### src/rtl/ipc_pkg.sv
package ipc_pkg;
  typedef enum logic [2:0] {
    OP_ENABLE    = 3'd0,
    OP_DISABLE   = 3'd1,
    OP_SET_PRIO  = 3'd2,
    OP_CLR_ONE   = 3'd3,
    OP_CLR_EN    = 3'd4,
    OP_CLR_ALL   = 3'd5,
    OP_SET_LOCK  = 3'd6,
    OP_SET_LEVEL = 3'd7
  } ctl_op_e;
endpackage

### src/rtl/ipc_src_bank.sv
// Per-source enable / held / pending state, lock and wake generation.
module ipc_src_bank
  import ipc_pkg::*;
#(
  parameter int NUM_SRC = 64,
  parameter int ID_W    = $clog2(NUM_SRC),
  parameter int REQ_W   = ID_W + 1
) (
  input  logic               clk,
  input  logic               rst,
  input  logic               req_valid,
  input  logic [REQ_W-1:0]   req_idx,
  input  logic               hard_req,
  input  logic               ctl_valid,
  input  logic [2:0]         ctl_op,
  input  logic [ID_W-1:0]    ctl_idx,
  input  logic               ctl_lock_bit,
  output logic [NUM_SRC-1:0] status_q,
  output logic [NUM_SRC-1:0] premask_q,
  output logic [NUM_SRC-1:0] enable_q,
  output logic               lock_q,
  output logic               wake_q
);
  localparam logic [REQ_W-1:0] SRC_LIMIT = REQ_W'(NUM_SRC);

  logic               req_hit;
  logic [NUM_SRC-1:0] req_hot, ctl_hot;
  logic [NUM_SRC-1:0] st_n, pm_n, en_n;
  logic               lock_n, wake_n;

  always_comb begin
    req_hit = req_valid && (req_idx < SRC_LIMIT);
    req_hot = req_hit ? (NUM_SRC'(1) << req_idx[ID_W-1:0]) : '0;
    ctl_hot = NUM_SRC'(1) << ctl_idx;
    // request stage first
    pm_n    = premask_q | req_hot;
    st_n    = status_q | (req_hot & enable_q);
    en_n    = enable_q;
    lock_n  = lock_q;
    wake_n  = (req_hit && !lock_q) || hard_req;
    // command stage second
    if (ctl_valid) begin
      case (ctl_op_e'(ctl_op))
        OP_ENABLE: begin
          en_n = en_n | ctl_hot;
          if (|(pm_n & ctl_hot)) begin
            st_n = st_n | ctl_hot;
            if (!lock_q) wake_n = 1'b1;
          end
        end
        OP_DISABLE: en_n = en_n & ~ctl_hot;
        OP_CLR_ONE: begin
          st_n = st_n & ~ctl_hot;
          pm_n = pm_n & ~ctl_hot;
        end
        OP_CLR_EN: begin
          st_n = '0;
          pm_n = pm_n & ~enable_q;
        end
        OP_CLR_ALL: begin
          st_n = '0;
          pm_n = '0;
        end
        OP_SET_LOCK: begin
          lock_n = ctl_lock_bit;
          if (lock_q && !ctl_lock_bit && (|st_n)) wake_n = 1'b1;
        end
        default: ;
      endcase
    end
  end

  always_ff @(posedge clk) begin
    if (rst) begin
      status_q  <= '0;
      premask_q <= '0;
      enable_q  <= '0;
      lock_q    <= 1'b0;
      wake_q    <= 1'b0;
    end else begin
      status_q  <= st_n;
      premask_q <= pm_n;
      enable_q  <= en_n;
      lock_q    <= lock_n;
      wake_q    <= wake_n;
    end
  end
endmodule

### src/rtl/ipc_prio_table.sv
// Per-source priority registers, all readable in parallel.
module ipc_prio_table #(
  parameter int NUM_SRC = 64,
  parameter int PRIO_W  = 8,
  parameter int ID_W    = $clog2(NUM_SRC)
) (
  input  logic                      clk,
  input  logic                      rst,
  input  logic                      wr_en,
  input  logic [ID_W-1:0]           wr_idx,
  input  logic [PRIO_W-1:0]         wr_data,
  output logic [NUM_SRC*PRIO_W-1:0] prio_flat
);
  for (genvar g = 0; g < NUM_SRC; g++) begin : g_entry
    logic [PRIO_W-1:0] prio_q;
    always_ff @(posedge clk) begin
      if (rst)                                 prio_q <= '1;
      else if (wr_en && wr_idx == ID_W'(g))    prio_q <= wr_data;
    end
    assign prio_flat[g*PRIO_W +: PRIO_W] = prio_q;
  end
endmodule

### src/rtl/ipc_arb_tree.sv
// Binary min-priority tree; on equal priority the lower-index branch is kept.
module ipc_arb_tree #(
  parameter int NUM_SRC = 64,
  parameter int PRIO_W  = 8,
  parameter int ID_W    = $clog2(NUM_SRC),
  parameter int LVL_W   = PRIO_W + 1
) (
  input  logic [NUM_SRC-1:0]        cand,
  input  logic [NUM_SRC*PRIO_W-1:0] prio_flat,
  input  logic [LVL_W-1:0]          level,
  output logic                      any,
  output logic [ID_W-1:0]           best_id
);
  localparam int LEAVES = 1 << ID_W;
  localparam int NODES  = 2 * LEAVES;

  logic              node_v  [1:NODES-1];
  logic [PRIO_W-1:0] node_p  [1:NODES-1];
  logic [ID_W-1:0]   node_id [1:NODES-1];

  for (genvar g = 0; g < LEAVES; g++) begin : g_leaf
    if (g < NUM_SRC) begin : g_real
      logic [PRIO_W-1:0] p;
      assign p                  = prio_flat[g*PRIO_W +: PRIO_W];
      assign node_v[LEAVES+g]   = cand[g] && ({1'b0, p} < level);
      assign node_p[LEAVES+g]   = p;
      assign node_id[LEAVES+g]  = ID_W'(g);
    end else begin : g_pad
      assign node_v[LEAVES+g]   = 1'b0;
      assign node_p[LEAVES+g]   = '1;
      assign node_id[LEAVES+g]  = '0;
    end
  end

  for (genvar n = 1; n < LEAVES; n++) begin : g_node
    logic take_r;
    assign take_r = node_v[2*n+1] &&
                    (!node_v[2*n] || (node_p[2*n+1] < node_p[2*n]));
    assign node_v[n]  = node_v[2*n] || node_v[2*n+1];
    assign node_p[n]  = take_r ? node_p[2*n+1]  : node_p[2*n];
    assign node_id[n] = take_r ? node_id[2*n+1] : node_id[2*n];
  end

  assign any     = node_v[1];
  assign best_id = node_id[1];
endmodule

### src/rtl/irq_prio_ctrl.sv
module irq_prio_ctrl
  import ipc_pkg::*;
#(
  parameter  int NUM_SRC = 64,
  parameter  int PRIO_W  = 8,
  localparam int ID_W    = $clog2(NUM_SRC),
  localparam int LVL_W   = PRIO_W + 1
) (
  input  logic             clk,
  input  logic             rst,
  input  logic             req_valid,
  input  logic [ID_W:0]    req_idx,
  input  logic             hard_req,
  input  logic             ctl_valid,
  input  logic [2:0]       ctl_op,
  input  logic [ID_W-1:0]  ctl_idx,
  input  logic [LVL_W-1:0] ctl_data,
  output logic             win_valid,
  output logic [ID_W-1:0]  win_id,
  output logic             wake
);
  localparam logic [LVL_W-1:0] LVL_IDLE = LVL_W'(1) << PRIO_W;

  logic [NUM_SRC-1:0]        status_q, premask_q, enable_q;
  logic                      lock_q;
  logic [LVL_W-1:0]          level_q;
  logic [NUM_SRC*PRIO_W-1:0] prio_flat;
  logic                      arb_any;
  logic [ID_W-1:0]           arb_id;

  ipc_src_bank #(.NUM_SRC(NUM_SRC), .ID_W(ID_W), .REQ_W(ID_W+1)) bank_i (
    .clk(clk), .rst(rst),
    .req_valid(req_valid), .req_idx(req_idx), .hard_req(hard_req),
    .ctl_valid(ctl_valid), .ctl_op(ctl_op), .ctl_idx(ctl_idx),
    .ctl_lock_bit(ctl_data[0]),
    .status_q(status_q), .premask_q(premask_q), .enable_q(enable_q),
    .lock_q(lock_q), .wake_q(wake)
  );

  ipc_prio_table #(.NUM_SRC(NUM_SRC), .PRIO_W(PRIO_W), .ID_W(ID_W)) prio_i (
    .clk(clk), .rst(rst),
    .wr_en(ctl_valid && (ctl_op_e'(ctl_op) == OP_SET_PRIO)),
    .wr_idx(ctl_idx), .wr_data(ctl_data[PRIO_W-1:0]),
    .prio_flat(prio_flat)
  );

  ipc_arb_tree #(.NUM_SRC(NUM_SRC), .PRIO_W(PRIO_W), .ID_W(ID_W), .LVL_W(LVL_W)) arb_i (
    .cand(status_q), .prio_flat(prio_flat), .level(level_q),
    .any(arb_any), .best_id(arb_id)
  );

  always_ff @(posedge clk) begin
    if (rst) begin
      level_q   <= LVL_IDLE;
      win_valid <= 1'b0;
      win_id    <= '0;
    end else begin
      if (ctl_valid && (ctl_op_e'(ctl_op) == OP_SET_LEVEL)) level_q <= ctl_data;
      win_valid <= arb_any && !lock_q;
      win_id    <= (arb_any && !lock_q) ? arb_id : '0;
    end
  end
endmodule

### config.mk
export PLATFORM = sky130hd
export DESIGN_NAME = irq_prio_ctrl
export DESIGN_NICKNAME = d
export VERILOG_FILES = /design/src/rtl/ipc_pkg.sv /design/src/rtl/ipc_src_bank.sv /design/src/rtl/ipc_prio_table.sv /design/src/rtl/ipc_arb_tree.sv /design/src/rtl/irq_prio_ctrl.sv
export SDC_FILE = /design/constraint.sdc
export NUM_CORES = 2
export LEC_CHECK = 0
export ABC_AREA = 0
export BUFFER_PORTS_ARGS = -buffer_cell sky130_fd_sc_hd__buf_2
export CELL_PAD_IN_SITES_DETAIL_PLACEMENT = 1
export CELL_PAD_IN_SITES_GLOBAL_PLACEMENT = 2
export CORE_MARGIN = 1
export CORE_UTILIZATION = 40
export CTS_BUF_LIST = sky130_fd_sc_hd__clkbuf_4
export CTS_CLUSTER_SIZE = 14
export DETAILED_ROUTE_END_ITERATION = 6
export MAX_ROUTING_LAYER = met4
export PLACE_DENSITY_LB_ADDON = 0.3
export RECOVER_POWER = 50
export SLEW_MARGIN = 20
export SYNTH_ARGS = -nofsm -noshare
export SYNTH_HDL_FRONTEND = slang
export SYNTH_SLANG_ARGS = --single-unit
### constraint.sdc
create_clock -name clk -period 14.95 [get_ports clk]
set_input_delay 2.2425 -clock clk [delete_from_list [all_inputs] [get_ports clk]]
set_output_delay 2.2425 -clock clk [all_outputs]
set_load 0.03 [all_outputs]
==> impl_metrics.csv <==
group,metric,value,unit
run_status,outcome,"finished with violations",
run_status,violations_in_the_final_reports,"max-capacitance violations, max-slew violations",
synthesis,yosys_register_bits,722,
setup_path,crit_path_max_incr_delay,0.55,ns
setup_path,critical-path-slowest-cell,"sky130_fd_sc_hd__inv_4",
floorplan,fp.dieW,380,µm
sta,setup_total_negative_slack,0,ns
setup_path,startpoint_types,"flip-flop",
drt,detail_route.wl_per_cell,25.8,µm
cts,clk_latency,1.29,ns
synthesis,synth_top_cell_by_area,"sky130_fd_sc_hd__dfxtp_1",
sta,min_period_over_period,94.0,%
synthesis,mapped_nets,8249,
grt,largest_net_degree_at_the_start_of_global_routing,178,
setup_path,rrSetupSlack,0.90,ns
place,place.port_buffers,37,
synthesis,synth.top_cells.by_area,"sky130_fd_sc_hd__dfxtp_1 25%, sky130_fd_sc_hd__ha_1 19%, sky130_fd_sc_hd__nand2_1 7.2%, sky130_fd_sc_hd__mux2i_1 5.1%, sky130_fd_sc_hd__nor2_1 4.8%",
cts,path_clk_slew,0.08,ns
cts,clk_root_buffer_cell,"sky130_fd_sc_hd__clkbuf_4",
sta,max-slew-margin-rel,-198,%
floorplan,core_region_area,142000,µm²
sta,hold_violations,0,
cts,clk_path_buf_depth,3,
sta,final_critical_path_setup_slack,0.898,ns
setup_path,critical_path.reg2reg.endpoint,"win_id[2]",
grt,antenna_found_initial,16,
setup_path,r2r_cells,53,
pwr,worst_ir_drop_vdd,45.0,µV
cts,cts_inserted_buffers,211,
cts,tritoncts,"built",
drt,final_antenna_net_count,0,
sta,timing.final.setup_violations,0,
synthesis,ys_seq_area_share,25.3,%
cells_and_area,layout-drive-gt1-share,8.64,%
grt,global_route_wire_length_before_repair,366,mm
place,placed_cell_area,59300,µm²
min_path,min_path_type,"flip-flop to flip-flop",
floorplan,floorplan.die.height,380,µm
setup_path,crit_end,"win_id[2]",
place,placer_congestion,0.978,
synthesis,number_of_enable_flip_flop_cells_after_synthesis,0,
drt,detailroute.via_count,57600,
drt,first_iter_violations,4066,
floorplan,floorplan.initialDensity,40.4,%
pwr,power_density,66.6,nW/µm²
synthesis,synth_top_flop_cell,"sky130_fd_sc_hd__dfxtp_1",
floorplan,ios,38,
cells_and_area,finalCoreUtilization,43.6,%
sta,worst-slew-pin-transition,4.46,ns
setup_path,worst-endpoint-required,16.09,ns
drt,remaining_drc_errors,0,
floorplan,fp.dieArea,145000,µm²
cells_and_area,finish.net_count,8252,
synthesis,post_synth_num_cell_types,118,
setup_path,cp_max_fo,30,
job,max_cap_viol_count,12,
place,detailedPlacementHpwl,178,mm
floorplan,std_cell_rows,138,
synthesis,synth_area,57200,µm²
pwr,static-leakage-power,26.2,nW
synthesis,syn_area_per_cell,7.78,µm²
synthesis,ys.warnings.count,0,
grt,grt_remaining_overflow,0,
synthesis,async_flop_share,0,%
cts,cts.sinks,722,
synthesis,synth_top_area_share,25.3,%
setup_path,cp_common_cell,"sky130_fd_sc_hd__a21o_1",
sta,final_slew_viol_count,925,
drt,detail_route.vias_per_cell,6.12,
sta,fmax,71.2,MHz
cts,htree_num_levels,4,
setup_path,criticalPathCategory,"flip-flop to flip-flop",
setup_path,setup.worst_path.start,"level_q[4]",
grt,grtUsageTotal,33.8,%
grt,grt_pass1_vias,58100,
setup_path,worst_setup_path_end_kind,"flip-flop",
synthesis,post_synth_inst_count,7358,
sta,min_tclk_post_route,14.05,ns
pwr,power,4.12,mW
cells_and_area,final_design_area_no_fill,61900,µm²
setup_path,rr_startpoint,"level_q[4]",
cells_and_area,area_growth,8.15,%
drt,routed_wirelength,243,mm
sta,fin_worst_skew,0.0904,ns
setup_path,worst_ep_arrival_time,15.19,ns
place,placement.setup.worst_slack,0.894,ns
drt,first_pass_drt_iterations,5,
-- layer usage --
| metal | wire [µm] | vias to the layer above | global-route usage [%] | part of all wire, % |
|---|---|---|---|---|
| met5 | 0 | - | - | 0 |
| met4 | 11100 | 0 | 14.7 | 4.6 |
| met3 | 14500 | 559 | 5.00 | 6.0 |
| met2 | 108000 | 1641 | 52.4 | 45 |
| met1 | 109000 | 28500 | 43.4 | 45 |
| li1 | - | 27000 | - | - |
-- how the worst min path moves through the flow --
| stage | startpoint | to | slack (ns) | cells after the start |
|---|---|---|---|---|
| floorplan | level_q[1] | level_q[1] | 0.44 | 2 |
| global placement | level_q[7] | level_q[7] | 0.46 | 2 |
| detailed placement | level_q[6] | level_q[6] | 0.47 | 2 |
| CTS | level_q[6] | level_q[6] | 0.48 | 2 |
| global route | level_q[6] | level_q[6] | 0.50 | 2 |
| finish | level_q[6] | level_q[6] | 0.48 | 2 |
-- per-stage QoR --
step,instances,hold slack [ns]
after detailed placement,9035,0.467
after global routing,9403,0.499
after CTS,9386,0.478
final,9410,0.480
after global placement,9035,0.458
after floorplan,7358,0.436
-- cell usage in the layout, fill, tap and decap left out, drive strengths merged, types with 42 or more instances in the layout --
cell type  instances
mux2              69
o21ai            364
inv              392
nor3             144
nand4             88
ha               861
a21o             111
mux2i            291
o21a              81
clkbuf           309
nor2             738
nor4              42
a211oi            71
nor2b             65
a21oi            559
nand3            221
clkinv            47
a31oi             42
a311oi            71
nand2b           104
a221oi            68
buf              120
nand2           1099
o211ai           310
dfxtp            722
-- power breakdown --
part	internal [mW]	total, mW	switching, mW
registers	1.93	1.93	0.00376
logic	0.0588	0.280	0.221
clock network	0.925	1.91	0.989
-- cell usage after synthesis, types with 87 or more instances --
master,n
sky130_fd_sc_hd__inv_1,386
sky130_fd_sc_hd__nand4_1,87
sky130_fd_sc_hd__o21ai_0,342
sky130_fd_sc_hd__a21o_1,111
sky130_fd_sc_hd__a21oi_1,552
sky130_fd_sc_hd__mux2i_1,291
sky130_fd_sc_hd__ha_1,861
sky130_fd_sc_hd__nand3_1,219
sky130_fd_sc_hd__nand2b_1,104
sky130_fd_sc_hd__nor3_1,143
sky130_fd_sc_hd__nand2_1,1099
sky130_fd_sc_hd__clkbuf_1,287
sky130_fd_sc_hd__o211ai_1,308
sky130_fd_sc_hd__dfxtp_1,722
sky130_fd_sc_hd__nor2_1,737
-- cell type report --
cell class	count	area, µm²
diodes	21	52.6
clock buffers	297	2230
clock inverters	54	282
fillers	17400	79900
inverters	388	1480
multi-input cells	5906	40000
flip-flops and latches	722	14500
well taps	1890	2360
repair buffers	132	961
-- sequential cells by signal, summed over array words and instances (netlist names), named ones only --
name                   cells
level_q                    9
bank_i.premask_q          64
win_id                     6
prio_i.g_entry.prio_q    512
win_valid                  1
bank_i.lock_q              1
bank_i.wake_q              1
bank_i.status_q           64
-- cells by family after synthesis --
family	Yosys count	synth area share, %
and+or+nand+nor	2679	20.8
AOI/OAI and AO/OA	2001	23.6
adders and majority gates	866	18.9
buffers and inverters	730	4.96
DFF	722	25.3
muxes	360	6.46
-- critical path, delay by kind of cell (launching register included) --
family	cells	cell delay, ns
flip-flops	1	0.33
AO/OA/AOI/OAI	30	7.27
AND/OR/NAND/NOR	12	2.25
buffers and inverters	3	1.34
multiplexers	2	0.73
adder cells (fa/ha/maj)	6	1.90
-- repair_timing --
item | 4_1_cts | 5_1_grt
hold buffers | 0 | 0
endpoints found under the setup margin | 0 | 6
setup buffers | 0 | 3
resized for setup | 0 | 11
Note: power is estimated with default switching activity, not from simulation.
